==> src/rtl/crc16_reg_pkg.sv <==
`timescale 1ns/1ps
package crc16_reg_pkg;

  // Strobes from the bus decoder to the datapath, at most one per cycle
  typedef struct packed {
    logic restart;
    logic absorb;
  } crcStrobe_t;

endpackage

==> src/rtl/crc16_reg_ctrl.sv <==
`timescale 1ns/1ps
module crc16_reg_ctrl
  import crc16_reg_pkg::*;
#(
  parameter int DATA_W      = 16,
  parameter int ADDR_W      = 2,
  parameter int COUNT_W     = 12,
  parameter int CRC_W       = 16,
  parameter int ADDR_CTRL   = 0,
  parameter int ADDR_INPUT  = 1,
  parameter int ADDR_RESULT = 2,
  parameter bit INVERT_OUT  = 1'b1
) (
  input  logic              busSel,
  input  logic              busWrite,
  input  logic [ADDR_W-1:0] busAddr,
  input  logic [DATA_W-1:0] busWdata,
  input  logic [CRC_W-1:0]  crcValue,
  input  logic [COUNT_W-1:0] itemCount,
  output crcStrobe_t        strobe,
  output logic [DATA_W-1:0] busRdata
);

  localparam int RESTART_BIT = DATA_W - 1;

  logic writeCycle;
  logic [CRC_W-1:0] resultWord;

  assign writeCycle = busSel && busWrite;

  always_comb begin
    strobe.restart = writeCycle && (busAddr == ADDR_W'(ADDR_CTRL)) && busWdata[RESTART_BIT];
    strobe.absorb  = writeCycle && (busAddr == ADDR_W'(ADDR_INPUT));
  end

  // Output polarity chosen by parameter
  generate
    if (INVERT_OUT) begin : g_inv
      assign resultWord = ~crcValue;
    end else begin : g_plain
      assign resultWord = crcValue;
    end
  endgenerate

  always_comb begin
    busRdata = '0;
    if (busAddr == ADDR_W'(ADDR_CTRL)) begin
      busRdata[COUNT_W-1:0] = itemCount;
    end else if (busAddr == ADDR_W'(ADDR_RESULT)) begin
      busRdata[CRC_W-1:0] = resultWord;
    end
  end

endmodule

==> src/rtl/crc16_reg_datapath.sv <==
`timescale 1ns/1ps
module crc16_reg_datapath
  import crc16_reg_pkg::*;
#(
  parameter int CRC_W              = 16,
  parameter int BYTE_W             = 8,
  parameter int COUNT_W            = 12,
  parameter logic [CRC_W-1:0] POLY_REFL = 16'h8408,
  parameter logic [CRC_W-1:0] PRESET    = 16'hFFFF
) (
  input  logic               clk,
  input  logic               rst_n,
  input  crcStrobe_t         strobe,
  input  logic [BYTE_W-1:0]  dataByte,
  output logic [CRC_W-1:0]   crcValue,
  output logic [COUNT_W-1:0] itemCount
);

  localparam int PAD_W = CRC_W - BYTE_W;

  logic [CRC_W-1:0] nextCrc;

  // Whole byte folded in one cycle: BYTE_W shift/xor steps unrolled
  always_comb begin
    logic [CRC_W-1:0] work;
    work = crcValue ^ {{PAD_W{1'b0}}, dataByte};
    for (int b = 0; b < BYTE_W; b++) begin
      if (work[0]) work = (work >> 1) ^ POLY_REFL;
      else         work = work >> 1;
    end
    nextCrc = work;
  end

  always_ff @(posedge clk or negedge rst_n) begin
    if (!rst_n) begin
      crcValue  <= PRESET;
      itemCount <= '0;
    end else if (strobe.restart) begin
      crcValue  <= PRESET;
      itemCount <= '0;
    end else if (strobe.absorb) begin
      crcValue  <= nextCrc;
      itemCount <= itemCount + 1'b1;
    end
  end

endmodule

==> src/rtl/crc16_reg_engine.sv <==
`timescale 1ns/1ps
module crc16_reg_engine
  import crc16_reg_pkg::*;
#(
  parameter int DATA_W      = 16,
  parameter int ADDR_W      = 2,
  parameter int COUNT_W     = 12,
  parameter int BYTE_W      = 8,
  parameter int ADDR_CTRL   = 0,
  parameter int ADDR_INPUT  = 1,
  parameter int ADDR_RESULT = 2
) (
  input  logic              clk,
  input  logic              rst_n,
  input  logic              busSel,
  input  logic              busWrite,
  input  logic [ADDR_W-1:0] busAddr,
  input  logic [DATA_W-1:0] busWdata,
  output logic [DATA_W-1:0] busRdata
);

  localparam int CRC_W = DATA_W;

  crcStrobe_t         strobe;
  logic [CRC_W-1:0]   crcValue;
  logic [COUNT_W-1:0] itemCount;

  crc16_reg_ctrl #(
    .DATA_W(DATA_W), .ADDR_W(ADDR_W), .COUNT_W(COUNT_W), .CRC_W(CRC_W),
    .ADDR_CTRL(ADDR_CTRL), .ADDR_INPUT(ADDR_INPUT), .ADDR_RESULT(ADDR_RESULT),
    .INVERT_OUT(1'b1)
  ) u_ctrl (
    .busSel(busSel), .busWrite(busWrite), .busAddr(busAddr), .busWdata(busWdata),
    .crcValue(crcValue), .itemCount(itemCount),
    .strobe(strobe), .busRdata(busRdata)
  );

  crc16_reg_datapath #(
    .CRC_W(CRC_W), .BYTE_W(BYTE_W), .COUNT_W(COUNT_W),
    .POLY_REFL(16'h8408), .PRESET(16'hFFFF)
  ) u_dp (
    .clk(clk), .rst_n(rst_n), .strobe(strobe),
    .dataByte(busWdata[BYTE_W-1:0]),
    .crcValue(crcValue), .itemCount(itemCount)
  );

endmodule

==> config.mk <==
export PLATFORM = sky130hd
export DESIGN_NAME = crc16_reg_engine
export DESIGN_NICKNAME = d
export VERILOG_FILES = /design/src/rtl/crc16_reg_pkg.sv /design/src/rtl/crc16_reg_ctrl.sv /design/src/rtl/crc16_reg_datapath.sv /design/src/rtl/crc16_reg_engine.sv
export SDC_FILE = /design/constraint.sdc
export NUM_CORES = 1
export LEC_CHECK = 0
export ABC_AREA = 0
export CAP_MARGIN = 20
export CORE_MARGIN = 2
export CORE_UTILIZATION = 50
export CTS_CLUSTER_SIZE = 30
export DETAILED_ROUTE_END_ITERATION = 12
export MAX_ROUTING_LAYER = met4
export PLACE_DENSITY_LB_ADDON = 0.2
export SYNTH_ARGS = -nofsm -noshare
export SYNTH_HDL_FRONTEND = slang
export SYNTH_SLANG_ARGS = --single-unit
==> constraint.sdc <==
create_clock -name clk -period 1.8 [get_ports clk]
set_input_delay 0.18 -clock clk [delete_from_list [all_inputs] [get_ports clk]]
set_output_delay 0.18 -clock clk [all_outputs]
set_load 0.005 [all_outputs]
; Yosys cells after proc, flatten, opt, wreduce, memory -nomap -nowiden
; Index checks and enable logic that the tools add are counted.
; W data, S select, Z words.
[totals]
reg_bits = 28
input_bits = 22
output_inout_bits = 16
elab_cells = 36
[classes]
addsub = 1
eq_ne = 2
n_mux = 15
bitwise_logic = 10
n_reduce_logical = 6
[ops]
columns = operator, count
row1 = $mux W16, 11
row2 = $mux W12, 3
row3 = $not A2 Y3, 8
row4 = $not A16 Y16, 1
row5 = $xor A16 B8 Y16, 1
row6 = $add A12 B1 Y12 const B, 1
row7 = $logic_and A1 B1 Y1, 4
row8 = $mux W4, 1
row9 = $eq A2 B1 Y1 const B, 1
row10 = $eq A2 B2 Y1 const B, 1
row11 = $logic_not A2 Y1, 1
row12 = $reduce_bool A2 Y1, 1

; Longest topological paths before layout
[logic_depth]
word_depth = 19
ltp_mapped = 6
mapped_depth_nobuf = 5

; Hierarchy
; A second synthesis with hierarchy kept.
[unflattened]
hier_cells = 187
hier_area_um2 = 1775.5
[modules_own_cells]
columns = mod, instances, cells_per_inst, area_per_inst_um2, seq_area_each_um2
row1 = crc16_reg_datapath, 1, 140, 1497.7, 720.7
row2 = crc16_reg_ctrl, 1, 47, 277.8, 0.0

; Worst setup path after synthesis
; OpenSTA, ideal clock, no wires.
[synth_path]
path_type = register -> register
startpoint = register u_dp.crcValue[2]
endpoint = register u_dp.crcValue[9]
setup_ns = 0.080
arrival_time_ns = 1.256
required_time_ns = 1.720
setup_slack_ns = 0.465
path_stages_with_launch = 5
path_buffers = 0
synth_period_minus_slack_ns = 1.335
path_cell_list = dfstp_2 -> xor2_2 -> xnor2_1 -> xor2_1 -> o22a_1
[synth_between]
elab_chain_cells = 11
[synth_lines]
columns = item, line_no
row1 = "start, declared", crc16_reg_datapath.sv:15  ; output logic [CRC_W-1:0] crcValue,
row2 = "start signal, assigned", crc16_reg_datapath.sv:42  ; crcValue <= nextCrc;
row3 = $xor A16 B8 Y16, crc16_reg_datapath.sv:26  ; work = crcValue ^ {{PAD_W{1'b0}}, dataByte};
row4 = $mux W16 (8 in a row), crc16_reg_datapath.sv:28  ; if (work[0]) work = (work >> 1) ^ POLY_REFL;
row5 = $mux W16, crc16_reg_datapath.sv:41  ; end else if (strobe.absorb) begin
row6 = $mux W16, crc16_reg_datapath.sv:38  ; end else if (strobe.restart) begin
; Every way passes these cells. The select of a mux whose other input is x is not followed.
; A chain may end at the register's enable or synchronous reset.

; Worst setup path in the final report
[layout_path]
startpoint = register u_dp.crcValue[3]
endpoint = output busRdata[3]
[layout_between]
elab_chain_cells = 3
[layout_lines]
columns = item, line_no
row1 = $not A16 Y16, crc16_reg_ctrl.sv:39  ; assign resultWord = ~crcValue;
row2 = $mux W16, crc16_reg_ctrl.sv:49  ; end else if (busAddr == ADDR_W'(ADDR_RESULT)) begin
row3 = $mux W12, crc16_reg_ctrl.sv:47  ; if (busAddr == ADDR_W'(ADDR_CTRL)) begin
row4 = "end, declared", crc16_reg_engine.sv:19  ; output logic [DATA_W-1:0] busRdata
; Every way passes these cells.

==> impl_metrics.tcl <==
set metrics [dict create \
    outcome "complete, no violations" \
    required_ns 1.62 \
    chipHeight_um 62.9 \
    drtAntennaViolNets 0 \
    antenna_found_initial 0 \
    yosys_warnings 0 \
    grt_pass1_vias 1361 \
    syn_nets 196 \
    cp-start-kind "register" \
    grt.total_usage_pct 22.2 \
    cts_made_buffers 3 \
    wl_met3_um 139 \
    drive_gt1_share_pct 25.8 \
    areaGrowthSynthToFinish_pct 31.2 \
    place.gp.congestion 0.894 \
    clock_latency_ns 0.34 \
    seq_area_frac_synth_pct 41.6 \
    dp_worst_setup_slack_ns -0.225 \
    yosysUniqueCellTypes 33 \
    route.met2.wl_mm 1.82 \
    grt_max_degree 29 \
    critPathTopFamily "flip-flops" \
    crit_type "register to output port" \
    r2r-start "u_dp.crcValue[2]" \
    row_count 21 \
    ys_ff_latch 28 \
    antenna-diode-count 0 \
    cts_sinks 28 \
    skew_ns 0.00661 \
    start_util_pct 51.9 \
    path_cells "inv_1, mux2i_1, nor2_1, clkdlybuf4s50_1" \
    period_share_pct 96.3 \
    h-tree-depth 1 \
    irDropWorstVdd_v 0.000825 \
    finalSetupViolations 0 \
    worstMarginPinSlew_ns 0.437 \
    drc 0 \
    top_layer "met4" \
    dieArea_mm2 0.00395 \
    core_mm2 0.00334 \
    io_pins 38 \
    p_sw_share_pct 35.2 \
    p_leak_uw 0.00110 \
    rsz0062_at_grt "false" \
    grt_pass1_wl_mm 6.57 \
    root_buffer "clkbuf_4" \
    hold_class "primary input to async pin" \
    p_seq_share_pct 38.8 \
    wl_met1_mm 1.95 \
    final_cell_mix "25 x nor2_1, 24 x xnor2_1, 24 x buf_4, 20 x clkdlybuf4s50_1, 16 x dfstp_2" \
    timing.final.crit_period_ns 1.73 \
    die_w_um 62.9 \
    cts_tree "yes" \
    power.share.clock_pct 10.8 \
    postSynthAreaPerCell_um2 10.0 \
    syn-instance-count 173 \
    grt_remaining_overflow 0 \
    final_common_cell "nor2_1" \
    dr_total_vias 1359 \
    fin_nets 245 \
    crit_start "u_dp.crcValue[3]" \
    drt_iter0_drc 47 \
    cpPeakStageDelay_ns 0.56 \
    power_density_mw_per_mm2 1290 \
    fill_cells 279 \
    cts_buffer_depth 2 \
    postLayoutCoreUtil_pct 68.1 \
    dpl.hpwl_mm 2.93 \
    wirelength_mm 3.96 \
    drtPass1Iterations 5 \
    fin_ws_ns 0.0668 \
    via_per_inst 5.09 \
    power.switching_uw 1030 \
    max_slew_margin_pct 70.7 \
    path_buf_inv 2 \
    avgRoutedWirePerCell_um 14.8 \
    p_comb_share_pct 50.4 \
    internal_power_uw 1900 \
    slew_violations 0 \
    critPathMaxFanout 2 \
    clkSlewWorstSetupHoldPaths_ns 0.15 \
    cap_violations 0 \
    arrival_ns 1.55 \
    cpMaxStageDelayCell "dfstp_2" \
    endpoint_kind "output port" \
    port_buffers 30 \
    hold_viol_final 0 \
    synth_area_mm2 0.00173 \
    max_clock_freq_mhz 577 \
]
cell type report:
cell class / instances / area (um2) / area share, %
multi-input combinational: 124 / 921 / 40.5
sequential: 28 / 722 / 31.8
timing repair buffer: 54 / 494 / 21.8
tap: 46 / 57.6 / 2.53
inverter: 11 / 41.3 / 1.82
clock buffer: 4 / 36.3 / 1.60
path summary, 6_finish.rpt:
check / to / depth (start not counted) / slack [ns]
max: busRdata[3] / 4 / 0.07
min: u_dp.itemCount[11] / 2 / 0.20
max reg2reg: u_dp.crcValue[9] / 5 / 0.22
min reg2reg: u_dp.itemCount[11] / 1 / 0.52
max in group asynchronous: u_dp.crcValue[11] / 2 / 1.29
min in group clk: u_dp.itemCount[3] / 4 / 0.40
cells by family after synthesis:
family / synth area share (%)
DFF: 41.6
xor gates and xnor gates: 18.4
buffers and inverters: 5.35
and+or+nand+nor: 17.4
muxes: 7.08
adders and majority gates: 0.722
AOI/OAI and AO/OA: 9.39
routing by layer:
| metal | track usage, % | up-vias |
|---|---|---|
| met1 | 30.6 | 648 |
| met2 | 34.3 | 32 |
| met5 | - | - |
| met4 | 6.39 | 0 |
| li1 | - | 674 |
| met3 | 3.06 | 5 |
timing repair:
item / 4_1_cts / 5_1_grt
hold buffers: 0 / 0
buffers inserted: 2 / 7
gates resized for setup: 4 / 8
endpoints found under the setup margin: 16 / 14
sequential cells by signal (all words and copies together) (netlist names):
signal / cells
u_dp.crcValue: 16
u_dp.itemCount: 12
synthesized netlist by cell type:
| library cell | n | area, um2 |
|---|---|---|
| dfrtp_1 | 12 | 300 |
| nand4_1 | 2 | 12.5 |
| nand2_1 | 9 | 33.8 |
| xor2_1 | 5 | 43.8 |
| nor3_1 | 3 | 15.0 |
| and4_1 | 1 | 8.76 |
| ha_1 | 1 | 12.5 |
| nand4b_4 | 1 | 23.8 |
| or3_1 | 1 | 6.26 |
| buf_6 | 1 | 11.3 |
| o211ai_1 | 2 | 15.0 |
| xnor2_2 | 2 | 32.5 |
| buf_1 | 1 | 3.75 |
| inv_1 | 11 | 41.3 |
| mux2i_1 | 10 | 100 |
| xnor2_1 | 24 | 210 |
| dfstp_2 | 16 | 420 |
| and4b_1 | 1 | 10.0 |
| nor4_4 | 1 | 21.3 |
| a21oi_1 | 6 | 30.0 |
| o21ai_0 | 5 | 25.0 |
| o21ai_1 | 1 | 5.00 |
| buf_2 | 5 | 25.0 |
| nor4_2 | 2 | 25.0 |
| xor2_2 | 2 | 32.5 |
| nand2b_1 | 3 | 18.8 |
| nand3_1 | 4 | 20.0 |
| a2bb2oi_1 | 3 | 26.3 |
| nor2_1 | 25 | 93.8 |
| nand4_2 | 1 | 12.5 |
| mux2_2 | 2 | 22.5 |
| o22a_1 | 7 | 61.3 |
| clkbuf_1 | 3 | 11.3 |
power groups by stage:
stage                     Sequential (uW)  Combinational, uW  Clock [uW]
after floorplan                      1130                966           0
after global placement               1180               1290           0
after detailed placement             1190               1320           0
after CTS                            1170               1340         321
after global routing                 1170               1610         344
final                                1140               1480         316
metrics by stage:
step / power, uW / cell area, um2 / setup TNS [ns] / hold slack (ns) / cells
3_3_place_gp: 2470 / 2150 / -2.23 / 0.471 / 254
6_report: 2930 / 2270 / 0 / 0.202 / 267
5_1_grt: 3120 / 2270 / 0 / 0.234 / 267
3_5_place_dp: 2510 / 2150 / -3.99 / 0.501 / 254
2_1_floorplan: 2090 / 1730 / 0 / -0.116 / 173
4_1_cts: 2830 / 2200 / 0 / 0.221 / 260
No activity file was read; power rests on OpenSTA's default activity.
